<file path="src/rtl/lu_pkg.sv">
package lu_pkg;
  localparam int CTRL_W = 9;

  // control word bit positions, bit 8 down to bit 0
  localparam int CB_DST_SEL = 8;
  localparam int CB_ALU_HI  = 7;
  localparam int CB_ALU_LO  = 6;
  localparam int CB_IMM     = 5;
  localparam int CB_BRANCH  = 4;
  localparam int CB_MEM_RD  = 3;
  localparam int CB_MEM_WR  = 2;
  localparam int CB_REG_WR  = 1;
  localparam int CB_MEM2REG = 0;

  typedef enum logic [1:0] {
    OP_RTYPE  = 2'd0,
    OP_LOAD   = 2'd1,
    OP_STORE  = 2'd2,
    OP_BRANCH = 2'd3
  } op_class_e;

  typedef logic [CTRL_W-1:0] ctrl_word_t;

  localparam ctrl_word_t CW_RTYPE  = 9'b110000010;
  localparam ctrl_word_t CW_LOAD   = 9'b000101011;
  localparam ctrl_word_t CW_STORE  = 9'b000100100;
  localparam ctrl_word_t CW_BRANCH = 9'b001010000;
endpackage

</file>
<file path="src/rtl/lu_hold_reg.sv">
module lu_hold_reg #(
  parameter int W = 8
) (
  input  logic         clk,
  input  logic         rst,
  input  logic         en,
  input  logic [W-1:0] d,
  output logic [W-1:0] q
);
  always_ff @(posedge clk) begin
    if (rst)     q <= '0;
    else if (en) q <= d;
  end
endmodule

</file>
<file path="src/rtl/lu_ctrl_decode.sv">
module lu_ctrl_decode
  import lu_pkg::*;
(
  input  logic       valid,
  input  logic [1:0] op,
  output ctrl_word_t ctrl
);
  always_comb begin
    ctrl = '0;
    if (valid) begin
      unique case (op_class_e'(op))
        OP_RTYPE:  ctrl = CW_RTYPE;
        OP_LOAD:   ctrl = CW_LOAD;
        OP_STORE:  ctrl = CW_STORE;
        OP_BRANCH: ctrl = CW_BRANCH;
        default:   ctrl = '0;
      endcase
    end
  end
endmodule

</file>
<file path="src/rtl/lu_hazard_detect.sv">
module lu_hazard_detect #(
  parameter int REG_AW = 5
) (
  input  logic              ex_mem_rd,
  input  logic [REG_AW-1:0] ex_rt,
  input  logic              id_valid,
  input  logic [REG_AW-1:0] id_rs,
  input  logic [REG_AW-1:0] id_rt,
  output logic              stall
);
  logic hit_rs, hit_rt;
  assign hit_rs = (ex_rt == id_rs);
  assign hit_rt = (ex_rt == id_rt);
  assign stall  = ex_mem_rd & id_valid & (hit_rs | hit_rt);
endmodule

</file>
<file path="src/rtl/load_use_interlock.sv">
module load_use_interlock
  import lu_pkg::*;
#(
  parameter int REG_AW  = 5,
  parameter int PC_W    = 32,
  parameter int PC_STEP = 4,
  localparam int OP_W    = 2,
  localparam int INSTR_W = OP_W + 3 * REG_AW
) (
  input  logic               clk,
  input  logic               rst,
  input  logic [INSTR_W-1:0] fetch_instr_i,
  output logic [PC_W-1:0]    pc_o,
  output logic               pc_we_o,
  output logic               ifid_we_o,
  output logic               ctrl_zero_o,
  output logic [INSTR_W-1:0] id_instr_o,
  output logic               id_valid_o,
  output logic [CTRL_W-1:0]  ex_ctrl_o,
  output logic [REG_AW-1:0]  ex_rt_o
);
  localparam int RD_LSB = 0;
  localparam int RT_LSB = REG_AW;
  localparam int RS_LSB = 2 * REG_AW;
  localparam int OP_LSB = 3 * REG_AW;
  localparam int IFID_W = INSTR_W + 1;
  localparam int IDEX_W = CTRL_W + REG_AW;

  logic              stall;
  logic [IFID_W-1:0] ifid_q;
  logic [IDEX_W-1:0] idex_q, idex_d;
  ctrl_word_t        dec_ctrl;
  logic [REG_AW-1:0] id_rs, id_rt;
  logic [OP_W-1:0]   id_op;

  // program counter
  lu_hold_reg #(.W(PC_W)) u_pc (
    .clk(clk), .rst(rst), .en(~stall),
    .d(pc_o + PC_W'(PC_STEP)), .q(pc_o)
  );

  // fetch/decode register: {valid, instruction}
  lu_hold_reg #(.W(IFID_W)) u_ifid (
    .clk(clk), .rst(rst), .en(~stall),
    .d({1'b1, fetch_instr_i}), .q(ifid_q)
  );

  assign id_valid_o = ifid_q[INSTR_W];
  assign id_instr_o = ifid_q[INSTR_W-1:0];
  assign id_op      = id_instr_o[OP_LSB +: OP_W];
  assign id_rs      = id_instr_o[RS_LSB +: REG_AW];
  assign id_rt      = id_instr_o[RT_LSB +: REG_AW];

  lu_ctrl_decode u_dec (
    .valid(id_valid_o), .op(id_op), .ctrl(dec_ctrl)
  );

  lu_hazard_detect #(.REG_AW(REG_AW)) u_haz (
    .ex_mem_rd(ex_ctrl_o[CB_MEM_RD]), .ex_rt(ex_rt_o),
    .id_valid(id_valid_o), .id_rs(id_rs), .id_rt(id_rt),
    .stall(stall)
  );

  // bubble mux feeding decode/execute
  assign idex_d = {(stall ? ctrl_word_t'('0) : dec_ctrl), id_rt};

  lu_hold_reg #(.W(IDEX_W)) u_idex (
    .clk(clk), .rst(rst), .en(1'b1), .d(idex_d), .q(idex_q)
  );

  assign ex_ctrl_o   = idex_q[REG_AW +: CTRL_W];
  assign ex_rt_o     = idex_q[REG_AW-1:0];
  assign pc_we_o     = ~stall;
  assign ifid_we_o   = ~stall;
  assign ctrl_zero_o = stall;

  logic unused_rd;
  assign unused_rd = ^id_instr_o[RD_LSB +: REG_AW];
endmodule

</file>
<file path="config.mk">
export PLATFORM = sky130hd
export DESIGN_NAME = load_use_interlock
export DESIGN_NICKNAME = d
export VERILOG_FILES = /design/src/rtl/lu_pkg.sv /design/src/rtl/lu_hold_reg.sv /design/src/rtl/lu_ctrl_decode.sv /design/src/rtl/lu_hazard_detect.sv /design/src/rtl/load_use_interlock.sv
export SDC_FILE = /design/constraint.sdc
export NUM_CORES = 1
export LEC_CHECK = 0
export ABC_AREA = 0
export BUFFER_PORTS_ARGS = -buffer_cell sky130_fd_sc_hd__buf_2
export CELL_PAD_IN_SITES_DETAIL_PLACEMENT = 2
export CELL_PAD_IN_SITES_GLOBAL_PLACEMENT = 2
export CORE_ASPECT_RATIO = 1.5
export CORE_UTILIZATION = 29
export CTS_CLUSTER_SIZE = 24
export DETAILED_ROUTE_END_ITERATION = 8
export PLACE_DENSITY = 0.8
export SYNTH_ARGS = -nofsm -noshare
export SYNTH_HDL_FRONTEND = slang
export SYNTH_SLANG_ARGS = --single-unit
</file>
<file path="constraint.sdc">
create_clock -name clk -period 2.1 [get_ports clk]
set_clock_uncertainty 0.15 [all_clocks]
set_input_delay 0.42 -clock clk [delete_from_list [all_inputs] [get_ports clk]]
set_output_delay 0.42 -clock clk [all_outputs]
set_load 0.01 [all_outputs]
</file>
==> Word-level counts from Yosys, hierarchy flattened <==
Index checks and enable logic that the tools add are counted.
{ "classes": {"add_sub_neg": 1, "eq_ne": 5, "mux": 1, "n_bitwise": 5, "n_reduce_logical": 2} }
{ "op_table": {"columns": ["cell", "count"], "rows": [
  ["$pmux W9 S4", 1],
  ["$add A32 B3 Y32 const B", 1],
  ["$eq A5 B5 Y1", 2],
  ["$eq A2 B2 Y1 const B", 2],
  ["$reduce_or A3 Y1", 1],
  ["$and A1 B1 Y1", 2],
  ["$eq A2 B1 Y1 const B", 1],
  ["$logic_not A2 Y1", 1],
  ["$not A1 Y1", 2],
  ["$or A1 B1 Y1", 1]
]} }
{ "totals": {"regBits": 64, "out_inout_bits": 67} }

==> Longest topological paths before layout <==
Gate-level depths: netlist (run 1).
{ "logic_depth": {"ltp_word": 4, "depth_mapped": 8} }

==> By module <==
A second synthesis (run 1) with hierarchy kept.
{ "hier_totals": {"cells_unflattened": 329, "area_unflattened_um2": 3193.1} }
{ "by_module_without_submodules": {"columns": ["module", "instances", "cells_each", "area_per_inst_um2"], "rows": [
  ["lu_hold_reg (u_pc)", 1, 103, 1163.6],
  ["lu_hold_reg (u_ifid)", 1, 58, 649.4],
  ["load_use_interlock", 1, 93, 636.9],
  ["lu_hold_reg (u_idex)", 1, 45, 508.0],
  ["lu_ctrl_decode", 1, 15, 118.9],
  ["lu_hazard_detect", 1, 15, 116.4]
]} }

==> Worst setup path before layout (run 1) <==
OpenSTA, ideal clock, no wires.
{ "synth_path": {"path_type": "reg2out", "from": "register u_ifid.q[14]", "to": "output port pc_we_o", "arrival_time_ps": 1570, "required_ps": 1530, "slack_ps": -40, "path_stages_with_launch": 6, "n_path_buf": 2, "cell_sequence": "dfxtp_1 > xor2_1 > nor4_1 > a22oi_2 > clkbuf_1 > buf_4"} }
{ "synth_between": {"elab_chain_len": 4} }
{ "synth_rtl": {"columns": ["element", "line", "source"], "rows": [
  ["start, declared", "lu_hold_reg.sv:8", "output logic [W-1:0] q"],
  ["start signal, assigned", "lu_hold_reg.sv:11", "if (rst) q <= '0;"],
  ["start signal, assigned", "lu_hold_reg.sv:12", "else if (en) q <= d;"],
  ["$eq A5 B5 Y1", "lu_hazard_detect.sv:12", "assign hit_rs = (ex_rt == id_rs);"],
  ["$or A1 B1 Y1", "lu_hazard_detect.sv:14", "assign stall = ex_mem_rd & id_valid & (hit_rs | hit_rt);"],
  ["$and A1 B1 Y1", "lu_hazard_detect.sv:14", null],
  ["$not A1 Y1", null, null],
  ["end, declared", "load_use_interlock.sv:14", "output logic pc_we_o,"]
]} }
Every way passes these cells.

==> Worst setup path in the final report (run 1) <==
{ "layout_path": {"from": "register u_idex.q[4]", "to": "output port ctrl_zero_o"} }
{ "layout_between": {"elab_chain_len": 3, "elab_cells_between_ends": 4, "cone_classes": "eq/ne (2); bitwise (2)"} }
{ "layout_rtl": {"columns": ["element", "line", "source"], "rows": [
  ["start, declared", "lu_hold_reg.sv:8", null],
  ["start signal, assigned", "lu_hold_reg.sv:11", null],
  ["start signal, assigned", "lu_hold_reg.sv:12", null],
  ["$eq A5 B5 Y1, on equally long branches", "lu_hazard_detect.sv:12, lu_hazard_detect.sv:13", null],
  ["$or A1 B1 Y1 *", "lu_hazard_detect.sv:14", null],
  ["$and A1 B1 Y1 *", "lu_hazard_detect.sv:14", null],
  ["end, declared", "load_use_interlock.sv:16", "output logic ctrl_zero_o,"]
]} }
Every way passes the cells marked *; elsewhere a longest branch is shown, timed or not.

==> results.cfg, run 1 <==
[synthesis]
synth_cell_types = 36
netlist_area_sq_mm = 0.00268
synth_ff_type = dfxtp_1
yosysTopAreaCell = dfxtp_1
synth_top_area_share_pct = 44.0
syn_avg_cell_area_sq_um = 8.65
syn_inst = 310
yosysWarnings = 0
synth_common_cells = dfxtp_1, nand2_1, a21oi_1, or4_1, o31ai_1
synth_seq_cells = 59
ys_top_cells_by_area = dfxtp_1, a21oi_1, nand2_1, or4_1, o31ai_1
synthArstFlopShare_pct = 0
synth_edf_count = 0
yosys.cell_count.top_type = dfxtp_1
ys_seq_area_share_pct = 44.0

[worst_setup_path]
path_buf_inv = 3
path_max_fanout = 3
critical_path.top_delay_family = flip-flops
crit_slowest_cell = dfxtp_4
worstSetupEndpointType = output pin
path_common_cell = buf_6
crit_path_start_kind = flip-flop
worst_ep_required_time_ns = 1.53
critPathKind = reg -> out
critPathMaxStageDelay_ns = 0.37
crit_arrival_ns = 1.77
path_cells = xor2_4 -> nor4_4 -> a22oi_2 -> inv_2 -> buf_6 -> buf_6

[floorplan]
initial_core_util_pct = 30.2
fp.coreArea_sq_mm = 0.00888
die-area_sq_mm = 0.00965
rows = 42
ios = 86
fp.dieW_um = 80.5
die_h_um = 120

[sta]
final_max_slew_viol_count = 0
max_freq_ghz = 0.428
grt_setup_unrepaired = true
setup_ws_ns = -0.239
timing.final.hold_violations = 0
setup_viol = 24
setup_tns_ns = -3.55
timing.hold.ws_ns = 0.180
fin_crit_ns = 2.34
fin_crit_sh_pct = 111

[global_route]
antenna_found_initial = 0
grt_pass1_vias = 3106
overflow = 0
grt_pass1_wl_um = 16100
track_usage_pct = 22.6
grt_max_degree = 31

[clock_network]
cts_tree = built
cts_hold_buf = 0
cts_made_buffers = 9
clock_latency_ns = 0.33
clockBufferDepth = 2
clockRootBuffer = clkbuf_16
htree_levels = 3
cts_sinks = 59
cts.clk_slew.worst_paths_ns = 0.06

[pwr]
vdd.ir_drop.worst_uv = 619
power_density_mw_per_mm2 = 720
p_leak_nw = 1.77

[route]
wl_per_cell_um = 21.2
drc = 0
vias = 2881
drt-total-wl_um = 11400
viasPerCell = 5.38
drtIter0Drc = 105
postRouteAntennaNets = 0
drt_pass1_iterations = 4

[run]
maxCapViolCount = 0

[finish]
antenna_cells = 0
fin_nets = 447
nFillCells = 962
drive_gt1_share_pct = 47.4
fin_util_pct = 45.3
instances_no_fill = 536
syn2layout_area_growth_pct = 49.9

[placement]
pre_cts_ws_ns = -0.114
portBuffers = 83
dp.cells = 511
gp_congestion = 0.733
dp_hpwl_um = 6790

[outcome]
violations = setup timing
outcome = complete, but fails checks

[hold_path]
holdCritPathClass = in -> reg
-- timing repair --
action,in CTS,in global routing
setup buffers,7,5
cloned,1,0
resized for setup,28,47
pin swaps,8,17
setup endpoints to repair,23,47
-- through the flow --
| stage | power (mW) | cell area [sq um] |
|---|---|---|
| floorplan | 1.31 | 2700 |
| global placement | 1.40 | 3360 |
| detailed placement | 1.41 | 3360 |
| CTS | 2.85 | 3780 |
| global route | 2.98 | 4020 |
| finish | 2.90 | 4020 |
-- final timing paths --
| kind | from | slack (ns) | end | cells after the start |
|---|---|---|---|---|
| max | u_idex.q[4] | -0.24 | ctrl_zero_o | 6 |
| min | fetch_instr_i[5] | 0.18 | u_ifid.q[5] | 3 |
| max reg2reg | u_ifid.q[7] | -0.21 | u_pc.q[30] | 7 |
| min reg2reg | u_ifid.q[2] | 0.32 | u_ifid.q[2] | 2 |
-- state kept, by name (all words and copies together), names as in the netlist --
name / cells
u_ifid.q: 18
u_pc.q: 30
u_idex.q: 11
-- layout make-up --
type | count | area (sq um) | share of cell area (%)
clock buffers | 11 | 243 | 6.04
multi-input cells | 219 | 1580 | 39.4
clock inverters | 3 | 40.0 | 0.996
repair buffers | 125 | 769 | 19.1
well taps | 110 | 138 | 3.42
flip-flops and latches | 59 | 1210 | 30.2
inverters | 9 | 33.8 | 0.840
-- worst register-to-register path, delay by kind of cell (launching register included) --
family	cells	cell delay, ns
simple gates	2	0.60
compound gates	2	0.53
flops	1	0.39
buf+inv	2	0.31
xor+xnor	1	0.27
-- placed cells by master (no fill, tap or decap), types with 4 or more instances in the layout --
cell / instances
buf_2: 81
nand2_1: 48
dfxtp_1: 45
buf_4: 35
a21oi_1: 34
o31ai_1: 13
nand3_1: 12
or4_1: 10
nand4_1: 9
a21oi_2: 9
clkbuf_16: 9
buf_6: 9
xor2_2: 8
inv_1: 8
dfxtp_2: 8
nor2_1: 7
o21ai_0: 7
or4_4: 6
nor2b_1: 6
dfxtp_4: 6
and2_1: 5
ha_1: 5
nor4_4: 4
-- metal layers --
layer  wire length, um  GRT usage, %  share of wire [%]
met1              4090          22.1                 36
met2              6640          42.7                 58
met3               300          4.56                2.6
met4               333          12.2                2.9
met5                 0             0                  0
-- where the power goes --
part	total [mW]	switching, mW	internal (mW)
combinational	0.264	0.152	0.112
clock	1.44	0.510	0.932
sequential	1.19	0.0388	1.15
total	2.90	0.701	2.20
-- kinds of logic after synthesis --
group	synth area share [%]
simple gates	26.6
compound gates	16.2
flops	44.0
buf+inv	6.34
xor+xnor	3.92
fa+ha+maj	2.33
other cells	0.140
mux	0.420
Power figures use the tool's default switching activity.
==> inputs of run 2 (changes only) <==
Settings changed: CORE_MARGIN set to 2, MAX_ROUTING_LAYER set to met4.
==> run 2 against run 1 <==
Net effect:
- clock power is 18% higher
- the run still ends with setup timing left
- largest power group unchanged
- critical path depth is 2 higher
- global-route usage is 1.2 points lower
- combinational power hardly changed
- non-clock buffer count is 13 higher
- fmax is 2.1% higher
==> results.cfg, run 2 (synthesis results as in run 1) <==
[run]
maxCapViolCount = 0

[sta]
setup_tns_ns = -2.73
fin_crit_ns = 2.29
max_freq_ghz = 0.437
timing.final.hold_violations = 0
grt_setup_unrepaired = true
setup_viol = 22
fin_crit_sh_pct = 109
final_max_slew_viol_count = 0
setup_ws_ns = -0.190

[route]
postRouteAntennaNets = 0
drc = 0
wl_per_cell_um = 19.3
m1WireLength_um = 3920
routed.top_layer = met4
drt-total-wl_um = 10700
vias = 2861
met2_length_um = 6270
wl_met3_um = 298
drtIter0Drc = 89
drt_pass1_iterations = 4
viasPerCell = 5.17

[placement]
dp_hpwl_um = 6750
gp_congestion = 0.741
portBuffers = 83
pre_cts_ws_ns = -0.111
dp.cells = 521
post_dp_cell_area_sq_mm = 0.00342

[floorplan]
die_h_um = 122
die-area_sq_mm = 0.0101
fp.dieW_um = 82.5
ios = 86
fp.coreArea_sq_mm = 0.00915
rows = 43
initial_core_util_pct = 29.3

[clock_network]
cts_tree = built
cts_sinks = 59
htree_levels = 3
clockRootBuffer = clkbuf_16
cts_made_buffers = 9
cts_hold_buf = 0
clockBufferDepth = 2
clock_latency_ns = 0.33
cts.clk_slew.worst_paths_ns = 0.06

[finish]
mostFrequentLayoutCell = buf_2
top_register = u_pc.q
largest_register_ffs = 30
stdcell_area_sq_mm = 0.00422
antenna_cells = 0
nFillCells = 991
drive_gt1_share_pct = 49.9
fin_nets = 460
syn2layout_area_growth_pct = 57.1
instances_no_fill = 553
seqCellArea_sq_mm = 0.00121
top_regs = u_pc.q: 30 flops, u_ifid.q: 18 flops, u_idex.q: 11 flops
multi_input_area_sq_mm = 0.00157
layout_common_cells = buf_2, nand2_1, buf_4

[global_route]
grt_pass1_vias = 3100
grt_pass1_wl_um = 15700
grt_max_degree = 28
overflow = 0
track_usage_pct = 21.4
antenna_found_initial = 0

[worst_setup_path]
crit_path_start_kind = flip-flop
timing.rr.start = u_idex.q[3]
worst_ep_required_time_ns = 2.19
critPathKind = reg -> reg
worstSetupEndpointType = flip-flop
reg2reg_depth = 8
path_max_fanout = 9
crit_arrival_ns = 2.38
reg2reg_slack_ns = -0.19
r2r-end = u_pc.q[28]

[hold_path]
holdCritPathClass = in -> reg
hold_end = u_ifid.q[15]
hold_depth = 3
min_from = fetch_instr_i[15]

[outcome]
outcome = complete, but fails checks
violations = setup timing

[pwr]
p_leak_nw = 1.87
vdd.ir_drop.worst_uv = 473
finalPower_mw = 3.15
power_density_mw_per_mm2 = 748
-- run 2: cell count changes in the layout (fill, tap and decap cells not counted), sizes merged --
cell	delta
bufinv	+2
buf	+11
bufbuf	+1
clkbuf	+1
-- run 2: how the worst max path moves through the flow --
stage / start / endpoint / slack [ns] / cells past startpoint
after floorplan: u_ifid.q[14] / pc_we_o / 0.06 / 5
after global placement: u_idex.q[2] / u_pc.q[11] / 0.03 / 8
after detailed placement: u_ifid.q[7] / u_pc.q[9] / -0.11 / 8
after CTS: u_idex.q[2] / ctrl_zero_o / -0.18 / 7
after global routing: u_idex.q[4] / ctrl_zero_o / -0.23 / 7
final: u_idex.q[3] / u_pc.q[28] / -0.19 / 8
-- run 2: what timing repair did --
item | in CTS | in global routing
endpoints found under the setup margin | 20 | 43
pin swaps | 18 | 27
resized for setup | 30 | 47
buffers inserted | 11 | 5
gates cloned | 2 | 1
-- run 2: final cells by class --
cell class	instances	share of cell area, %
clock inverter	5	2.37
clock buffer	11	5.76
inverter	9	0.801
sequential	59	28.7
multi-input combinational	219	37.1
tap	112	3.32
timing repair buffer	138	21.9
-- run 2: worst max-delay path, cell delays in order, from the launching register on --
cell and delay, ns:
dfxtp_2 0.38, xor2_2 0.22, nor4_4 0.08, buf_4 0.15, a221o_1 0.34, buf_4 0.18, buf_4 0.14, or3_1 0.35
a21oi_1 0.20
-- run 2: metrics by stage --
stage,util (%),hold WS (ns)
6_report,46.1,0.182
5_1_grt,46.1,0.182
4_1_cts,43.3,0.175
3_5_place_dp,37.4,0.303
3_3_place_gp,37.4,0.293
2_1_floorplan,-,0.331
-- run 2: metal layers --
metal	up-vias	track usage, %
met3	14	4.22
met4	0	7.79
li1	1345	-
met5	-	-
met1	1445	21.4
met2	57	39.8
-- run 2: power by group --
part / total [mW] / internal (mW) / leakage [nW] / switching [mW]
Sequential: 1.19 / 1.15 / 0.488 / 0.0327
Combinational: 0.267 / 0.121 / 1.22 / 0.146
Clock: 1.70 / 1.19 / 0.169 / 0.514
Total: 3.15 / 2.46 / 1.87 / 0.693
